$ cat config.mk
export PLATFORM = sky130hd
export DESIGN_NAME = raster_timer
export DESIGN_NICKNAME = d
export VERILOG_FILES = /design/src/rtl/raster_timer_pkg.sv /design/src/rtl/rt_cfg_bank.sv /design/src/rtl/rt_scan_counter.sv /design/src/rtl/rt_span.sv /design/src/rtl/raster_timer.sv
export SDC_FILE = /design/constraint.sdc
export NUM_CORES = 1
export LEC_CHECK = 0
export ABC_AREA = 1
export CORE_ASPECT_RATIO = 0.7
export CORE_UTILIZATION = 40
export CTS_CLUSTER_DIAMETER = 50
export DETAILED_ROUTE_END_ITERATION = 6
export PLACE_DENSITY_LB_ADDON = 0.1
export SETUP_SLACK_MARGIN = 0.3
export SLEW_MARGIN = 15
export SYNTH_ARGS = -nofsm -noshare
export SYNTH_HDL_FRONTEND = slang
export SYNTH_SLANG_ARGS = --single-unit
$ cat constraint.sdc
create_clock -name clk -period 5.8 [get_ports clk]
set_clock_uncertainty 0.1 [all_clocks]
set_input_delay 0.87 -clock clk [delete_from_list [all_inputs] [get_ports clk]]
set_output_delay 0.87 -clock clk [all_outputs]
set_load 0.005 [all_outputs]
$ cat src/rtl/raster_timer_pkg.sv
package raster_timer_pkg;

  localparam int CW      = 14;
  localparam int AW      = 3;
  localparam int NREG    = 2 ** AW;
  localparam int POL_BIT = CW - 1;

  typedef logic [CW-1:0] cnt_t;
  typedef logic [NREG-1:0][CW-1:0] bank_t;

  typedef enum logic [AW-1:0] {
    A_HTOT = 3'd0,
    A_HSYN = 3'd1,
    A_HBCK = 3'd2,
    A_HVIS = 3'd3,
    A_VTOT = 3'd4,
    A_VSYN = 3'd5,
    A_VBCK = 3'd6,
    A_VVIS = 3'd7
  } cfg_addr_e;

  // Working set: positions precomputed once per frame so that the
  // per-pixel compares are pure equality.
  typedef struct packed {
    cnt_t h_last;
    cnt_t h_sync_end;
    cnt_t h_vis_beg;
    cnt_t h_vis_end;
    cnt_t v_last;
    cnt_t v_sync_end;
    cnt_t v_vis_beg;
    cnt_t v_vis_end;
    logic h_hi;
    logic v_hi;
  } active_t;

  function automatic active_t derive_active(input bank_t b);
    active_t d;
    cnt_t    hs;
    cnt_t    vs;
    hs = {1'b0, b[A_HSYN][CW-2:0]};
    vs = {1'b0, b[A_VSYN][CW-2:0]};
    d.h_last     = b[A_HTOT] - 1'b1;
    d.h_sync_end = hs;
    d.h_vis_beg  = hs + b[A_HBCK];
    d.h_vis_end  = hs + b[A_HBCK] + b[A_HVIS];
    d.v_last     = b[A_VTOT] - 1'b1;
    d.v_sync_end = vs;
    d.v_vis_beg  = vs + b[A_VBCK];
    d.v_vis_end  = vs + b[A_VBCK] + b[A_VVIS];
    d.h_hi       = b[A_HSYN][POL_BIT];
    d.v_hi       = b[A_VSYN][POL_BIT];
    return d;
  endfunction

endpackage

$ cat src/rtl/rt_cfg_bank.sv
module rt_cfg_bank
  import raster_timer_pkg::*;
#(
  parameter int unsigned RST_H_TOTAL = 695,
  parameter int unsigned RST_H_SYNC  = 56,
  parameter int unsigned RST_H_BACK  = 121,
  parameter int unsigned RST_H_VIS   = 500,
  parameter int unsigned RST_V_TOTAL = 417,
  parameter int unsigned RST_V_SYNC  = 3,
  parameter int unsigned RST_V_BACK  = 25,
  parameter int unsigned RST_V_VIS   = 378,
  parameter bit          RST_H_HI    = 1'b0,
  parameter bit          RST_V_HI    = 1'b0
) (
  input  logic          clk,
  input  logic          rst_n,
  input  logic          wr_en,
  input  logic [AW-1:0] wr_addr,
  input  logic [CW-1:0] wr_data,
  input  logic          frame_wrap,
  output active_t       act
);

  function automatic bank_t reset_bank();
    bank_t b;
    b         = '0;
    b[A_HTOT] = CW'(RST_H_TOTAL);
    b[A_HSYN] = CW'(RST_H_SYNC) | (CW'(RST_H_HI) << POL_BIT);
    b[A_HBCK] = CW'(RST_H_BACK);
    b[A_HVIS] = CW'(RST_H_VIS);
    b[A_VTOT] = CW'(RST_V_TOTAL);
    b[A_VSYN] = CW'(RST_V_SYNC) | (CW'(RST_V_HI) << POL_BIT);
    b[A_VBCK] = CW'(RST_V_BACK);
    b[A_VVIS] = CW'(RST_V_VIS);
    return b;
  endfunction

  localparam bank_t   RST_BANK = reset_bank();
  localparam active_t RST_ACT  = derive_active(RST_BANK);

  bank_t   stg_q, stg_d;
  active_t act_q, act_d;

  // Staging bank: written at any time.
  always_comb begin
    stg_d = stg_q;
    if (wr_en) begin
      stg_d[wr_addr] = wr_data;
    end
  end

  // Working set: copied from the staging bank only at the frame wrap.
  always_comb begin
    act_d = act_q;
    if (frame_wrap) begin
      act_d = derive_active(stg_q);
    end
  end

  always_ff @(posedge clk or negedge rst_n) begin
    if (!rst_n) begin
      stg_q <= RST_BANK;
      act_q <= RST_ACT;
    end else begin
      stg_q <= stg_d;
      act_q <= act_d;
    end
  end

  assign act = act_q;

  for (genvar g = 0; g < NREG; g++) begin : g_wr_chk
    // an addressed write lands in its own staging slot
    p_stage_write_r2: assert property (@(posedge clk) disable iff (!rst_n)
      (wr_en && wr_addr == AW'(g)) |=> (stg_q[g] == $past(wr_data)));
  end

  // the working set never moves inside a frame
  p_frame_hold_r3: assert property (@(posedge clk) disable iff (!rst_n)
    !frame_wrap |=> $stable(act_q));

endmodule

$ cat src/rtl/rt_scan_counter.sv
module rt_scan_counter
  import raster_timer_pkg::*;
(
  input  logic clk,
  input  logic rst_n,
  input  cnt_t h_last,
  input  cnt_t v_last,
  output cnt_t x_q,
  output cnt_t y_q,
  output logic frame_wrap
);

  cnt_t x_d, y_d;
  logic line_end;

  assign line_end   = (x_q == h_last);
  assign frame_wrap = line_end && (y_q == v_last);

  always_comb begin
    x_d = x_q + 1'b1;
    y_d = y_q;
    if (line_end) begin
      x_d = '0;
      y_d = (y_q == v_last) ? '0 : (y_q + 1'b1);
    end
  end

  // Runs one position ahead of the registered outputs: position 0 is
  // already shown during reset, so the counter restarts at 1.
  always_ff @(posedge clk or negedge rst_n) begin
    if (!rst_n) begin
      x_q <= cnt_t'(1);
      y_q <= '0;
    end else begin
      x_q <= x_d;
      y_q <= y_d;
    end
  end

  // the pixel position never passes the end of the line
  p_x_bound_r4: assert property (@(posedge clk) disable iff (!rst_n)
    x_q <= h_last);

  // the line only moves on a line wrap
  p_y_hold_r4: assert property (@(posedge clk) disable iff (!rst_n)
    !line_end |=> $stable(y_q));

endmodule

$ cat src/rtl/rt_span.sv
module rt_span
  import raster_timer_pkg::*;
#(
  parameter bit RST_Q = 1'b0
) (
  input  logic clk,
  input  logic rst_n,
  input  logic en,
  input  cnt_t pos,
  input  cnt_t beg,
  input  cnt_t fin,
  output logic q
);

  logic q_d;

  // Set on the start position, cleared on the stop position or at the
  // wrap, which closes a window that runs to the end of its axis.
  always_comb begin
    q_d = q;
    if (en) begin
      if (pos == beg) begin
        q_d = 1'b1;
      end else if ((pos == fin) || (pos == '0)) begin
        q_d = 1'b0;
      end
    end
  end

  always_ff @(posedge clk or negedge rst_n) begin
    if (!rst_n) begin
      q <= RST_Q;
    end else begin
      q <= q_d;
    end
  end

endmodule

$ cat src/rtl/raster_timer.sv
module raster_timer
  import raster_timer_pkg::*;
#(
  parameter int unsigned RST_H_TOTAL = 695,
  parameter int unsigned RST_H_SYNC  = 56,
  parameter int unsigned RST_H_BACK  = 121,
  parameter int unsigned RST_H_VIS   = 500,
  parameter int unsigned RST_V_TOTAL = 417,
  parameter int unsigned RST_V_SYNC  = 3,
  parameter int unsigned RST_V_BACK  = 25,
  parameter int unsigned RST_V_VIS   = 378,
  parameter bit          RST_H_HI    = 1'b0,
  parameter bit          RST_V_HI    = 1'b0
) (
  input  logic          clk,
  input  logic          rst_n,
  input  logic          cfg_we,
  input  logic [AW-1:0] cfg_addr,
  input  logic [CW-1:0] cfg_data,
  output logic          hsync,
  output logic          vsync,
  output logic          visible,
  output logic [CW-1:0] pix_x,
  output logic [CW-1:0] line_y
);

  localparam int NAX = 2;  // axis 0 horizontal, axis 1 vertical

  active_t act;
  cnt_t    cx, cy;
  logic    frame_wrap;

  rt_cfg_bank #(
    .RST_H_TOTAL(RST_H_TOTAL), .RST_H_SYNC(RST_H_SYNC),
    .RST_H_BACK (RST_H_BACK),  .RST_H_VIS (RST_H_VIS),
    .RST_V_TOTAL(RST_V_TOTAL), .RST_V_SYNC(RST_V_SYNC),
    .RST_V_BACK (RST_V_BACK),  .RST_V_VIS (RST_V_VIS),
    .RST_H_HI   (RST_H_HI),    .RST_V_HI  (RST_V_HI)
  ) u_cfg (
    .clk       (clk),
    .rst_n     (rst_n),
    .wr_en     (cfg_we),
    .wr_addr   (cfg_addr),
    .wr_data   (cfg_data),
    .frame_wrap(frame_wrap),
    .act       (act)
  );

  rt_scan_counter u_cnt (
    .clk       (clk),
    .rst_n     (rst_n),
    .h_last    (act.h_last),
    .v_last    (act.v_last),
    .x_q       (cx),
    .y_q       (cy),
    .frame_wrap(frame_wrap)
  );

  // Per-axis compare operands
  cnt_t             ax_pos      [NAX];
  cnt_t             ax_sync_end [NAX];
  cnt_t             ax_vis_beg  [NAX];
  cnt_t             ax_vis_end  [NAX];
  logic [NAX-1:0]   ax_en;
  logic [NAX-1:0]   sync_q;
  logic [NAX-1:0]   win_q;

  always_comb begin
    ax_pos[0]      = cx;
    ax_pos[1]      = cy;
    ax_sync_end[0] = act.h_sync_end;
    ax_sync_end[1] = act.v_sync_end;
    ax_vis_beg[0]  = act.h_vis_beg;
    ax_vis_beg[1]  = act.v_vis_beg;
    ax_vis_end[0]  = act.h_vis_end;
    ax_vis_end[1]  = act.v_vis_end;
    ax_en[0]       = 1'b1;
    // vertical flags step only where the horizontal sync starts
    ax_en[1]       = (cx == '0);
  end

  for (genvar g = 0; g < NAX; g++) begin : g_axis
    rt_span #(.RST_Q(1'b1)) u_sync (
      .clk  (clk),
      .rst_n(rst_n),
      .en   (ax_en[g]),
      .pos  (ax_pos[g]),
      .beg  ('0),
      .fin  (ax_sync_end[g]),
      .q    (sync_q[g])
    );
    rt_span #(.RST_Q(1'b0)) u_win (
      .clk  (clk),
      .rst_n(rst_n),
      .en   (ax_en[g]),
      .pos  (ax_pos[g]),
      .beg  (ax_vis_beg[g]),
      .fin  (ax_vis_end[g]),
      .q    (win_q[g])
    );
  end

  // Coordinate and polarity registers, aligned with the flag registers
  cnt_t           pix_q, pix_d;
  cnt_t           line_q, line_d;
  logic [NAX-1:0] pol_q, pol_d;
  logic           pol_load;

  assign pol_load = (cx == '0) && (cy == '0);

  always_comb begin
    pix_d  = cx;
    line_d = cy;
    pol_d  = pol_q;
    if (pol_load) begin
      pol_d = {act.v_hi, act.h_hi};
    end
  end

  always_ff @(posedge clk or negedge rst_n) begin
    if (!rst_n) begin
      pix_q  <= '0;
      line_q <= '0;
      pol_q  <= {RST_V_HI, RST_H_HI};
    end else begin
      pix_q  <= pix_d;
      line_q <= line_d;
      pol_q  <= pol_d;
    end
  end

  assign pix_x   = pix_q;
  assign line_y  = line_q;
  assign hsync   = pol_q[0] ? sync_q[0] : ~sync_q[0];
  assign vsync   = pol_q[1] ? sync_q[1] : ~sync_q[1];
  assign visible = win_q[0] & win_q[1];

  // a vertical sync edge always coincides with a horizontal sync start
  p_vs_on_hs_r6: assert property (@(posedge clk) disable iff (!rst_n)
    (sync_q[1] != $past(sync_q[1])) |-> $rose(sync_q[0]));

  // the visible window never overlaps the horizontal sync
  p_vis_out_of_sync_r7: assert property (@(posedge clk) disable iff (!rst_n)
    visible |-> !sync_q[0]);

  // polarity only changes on the first pixel of a frame
  p_pol_frame_r8: assert property (@(posedge clk) disable iff (!rst_n)
    (pol_q != $past(pol_q)) |-> (pix_x == '0 && line_y == '0));

endmodule

==> flow_summary_export.csv <==
group,metric,value,unit
synthesis,syn-cell-area,15200,um2
cts,ctsResizeCount,0,
pwr,p_seq_share,36.4,%
layout,fillers,3693,
placed_design,port_buffers,50,
synthesis,synth_area_leader_cell,"dfrtp_1",
timing,fin_crit_sh,66.9,%
synthesis,ys.flop_type,"dfrtp_1",
layout,finalInstanceArea,17200,um2
layout,diodes,0,
worst_setup_path,cp-start-kind,"flop",
route,drt_first_pass_iters,5,
floorplan,start_util,40.8,%
pwr,p_total,6.72,mW
synthesis,synth-seq-area-share,47.7,%
synthesis,ys_top_cells_by_area,"dfrtp_1, nand2_1, dfstp_2",
cts,cts_hold_buf,0,
pwr,pwr-share-clk,33.1,%
cts,cts_tree,"built",
worst_setup_path,max_stage_delay,0.75,ns
synthesis,synth-seq-cells,286,
layout,final_nets,1967,
cts,cts-root-buf,"clkbuf_16",
placed_design,dp_cells,2334,
route,drc,0,
global_routing,gr-total-overflow,0,
worst_setup_path,cp.arrival,4.23,ns
worst_setup_path,worstPathRequired,6.15,ns
route,wl,47700,um
cts,clkTransAtPathRegs,0.05,ns
global_routing,grt_pass1_vias,11600,
cts,cts-buffers-inserted,35,
synthesis,synth_edf_count,0,
timing,maxSlewViolCount,0,
layout,layout-drive-gt1-share,8.44,%
placed_design,place_area,16000,um2
layout,fin_cells,2396,
global_routing,grt_max_degree,147,
pwr,p_switching,2.45,mW
global_routing,grt_util_all_layers,25.2,%
timing,rsz0062_at_grt,"no",
pwr,internal_power,4.27,mW
floorplan,fp.dieW,235,um
synthesis,ys_types,42,
synthesis,syn_nets,1936,
worst_setup_path,crit_path_cell_trace,"inv_1 > nand2_1 > nand4_1 > nor3_1 > nand2_2 > nor2_8 > buf_12 > nand2_1 > o21ai_1",
timing,worstMarginPinSlew,0.954,ns
global_routing,antenna_found_initial,0,
pwr,powerDensity,391,nW/um2
route,drt-initial-drc-count,1134,
pwr,swShare,36.4,%
timing,setup_viol_count_final,0,
cts,cts_setup_buffers,0,
floorplan,rows,59,
floorplan,coreArea,37300,um2
cts,clk_latency,0.53,ns
worst_setup_path,cp_slowest_cell,"nor2_8",
worst_setup_path,crit_type,"reg -> reg",
route,num_vias,12500,
cts,clock-sinks,286,
worst_setup_path,end_kind,"flop",
worst_setup_path,crit_top_cell,"nand2_1",
floorplan,io_pins,51,
timing,min_period,3.88,ns
placed_design,gp_congestion,0.891,
timing,setup_tns,0,ns
timing,fmax,258,MHz
synthesis,syn_inst,1852,
pwr,comb_power_share,30.5,%
floorplan,dieArea,38800,um2
global_routing,grt_first_pass_wirelength,73000,um
timing,holdWs,0.257,ns
run,cap_violations,0,
cts,cts_max_path_buffers,3,
synthesis,yosysTopAreaCellShare,35.6,%
route,wl_per_cell,19.9,um
synthesis,synthArstFlopShare,100,%
pwr,irDropWorstVdd,0.000192,V
cts,htree_num_levels,2,
timing,slew_headroom,36.2,%
synthesis,yosys_warnings,0,
worst_setup_path,rr_worst_depth,9,
synthesis,synth_area_per_cell,8.21,um2
synthesis,yosysMostFrequentCell,"nand2_1",
outcome,status,"finished clean",
placed_design,post-dp-hpwl,34500,um
worst_hold_path,hold_path.class,"in -> async",
layout,area_delta_synth_final,13.1,%
route,antenna_left,0,
synthesis,synthTopCellsByCount,"nand2_1, dfrtp_1, inv_1",
route,routed_via_density,5.23,
pwr,power.leakage,8.15,nW
floorplan,die_y,165,um
timing,hold_violations,0,
worst_setup_path,crit_fanout,105,
==> metrics by stage <==
step | setup WS [ns] | util [%]
3_3_place_gp | 2.00 | 43.0
3_5_place_dp | 2.03 | 43.0
2_1_floorplan | 2.97 | -
4_1_cts | 2.05 | 46.1
6_report | 1.92 | 46.1
5_1_grt | 1.65 | 46.1
==> cell type report <==
| cell class | instances | area, um2 | share of cell area [%] |
|---|---|---|---|
| timing repair buffer | 55 | 568 | 3.30 |
| clock inverter | 12 | 130 | 0.757 |
| inverter | 176 | 661 | 3.84 |
| tap | 488 | 611 | 3.55 |
| sequential | 286 | 7240 | 42.1 |
| multi-input combinational | 1329 | 6960 | 40.5 |
| clock buffer | 50 | 1020 | 5.96 |
==> sequential cells by signal, summed over array words and instances, names as in the netlist <==
register         count
u_cnt.x_q           14
g_axis.u_win.q       2
pol_q                2
u_cnt.y_q           14
u_cfg.stg_q        112
pix_x               14
u_cfg.act          112
g_axis.u_sync.q      2
line_y              14
==> logic make-up after synthesis <==
logic type                 count (synthesis)  share of synthesized area [%]
adders and majority gates                 64                           5.47
AOI/OAI and AO/OA                        327                           11.6
and+or+nand+nor                          833                           22.7
DFF                                      286                           47.7
xor gates and xnor gates                 105                           6.05
buffers and inverters                    237                           6.60
==> critical path: cells and delay by family (launching register included) <==
| family | cells | cell delay, ns |
|---|---|---|
| AO/OA/AOI/OAI | 1 | 0.15 |
| buffers and inverters | 2 | 0.73 |
| flip-flops | 1 | 0.64 |
| AND/OR/NAND/NOR | 6 | 2.04 |
==> worst paths after layout <==
kind	from	endpoint	slack (ns)
max reg2reg	u_cnt.x_q[10]	u_cfg.act[78]	1.92
max in group asynchronous	rst_n	u_cfg.stg_q[108]	4.08
max	u_cnt.x_q[10]	u_cfg.act[78]	1.92
min reg2reg	g_axis[1].u_sync.q	g_axis[1].u_sync.q	0.37
min in group clk	g_axis[1].u_sync.q	g_axis[1].u_sync.q	0.37
min	rst_n	pix_x[6]	0.26
==> metal layers <==
layer / share of wire [%] / global-route usage, %
met5: 0 / 0
met4: 1.3 / 4.81
met3: 6.8 / 4.36
met2: 36 / 31.3
met1: 56 / 43.1
==> cells in the final DEF, fill, tap and decap left out, drive strengths merged, types with 31 or more instances in the layout <==
cell	Yosys	routed
nor2	112	112
a21oi	72	72
nand2	549	549
ha	60	60
xor2	74	74
dfstp	70	70
nor3	32	32
o21ai	212	212
inv	176	178
clkbuf	23	50
clkdlybuf4s50	0	49
nand3	82	82
dfrtp	216	216
xnor2	31	31
==> power by group through the flow <==
stage                     clock network [mW]  registers [mW]  logic, mW
after global routing                    2.36            2.46       2.31
after floorplan                            0            2.37       1.43
final                                   2.22            2.44       2.05
after detailed placement                   0            2.47       2.01
after CTS                               2.27            2.44       2.02
after global placement                     0            2.46       2.02
(Power assumes the default switching activity.)
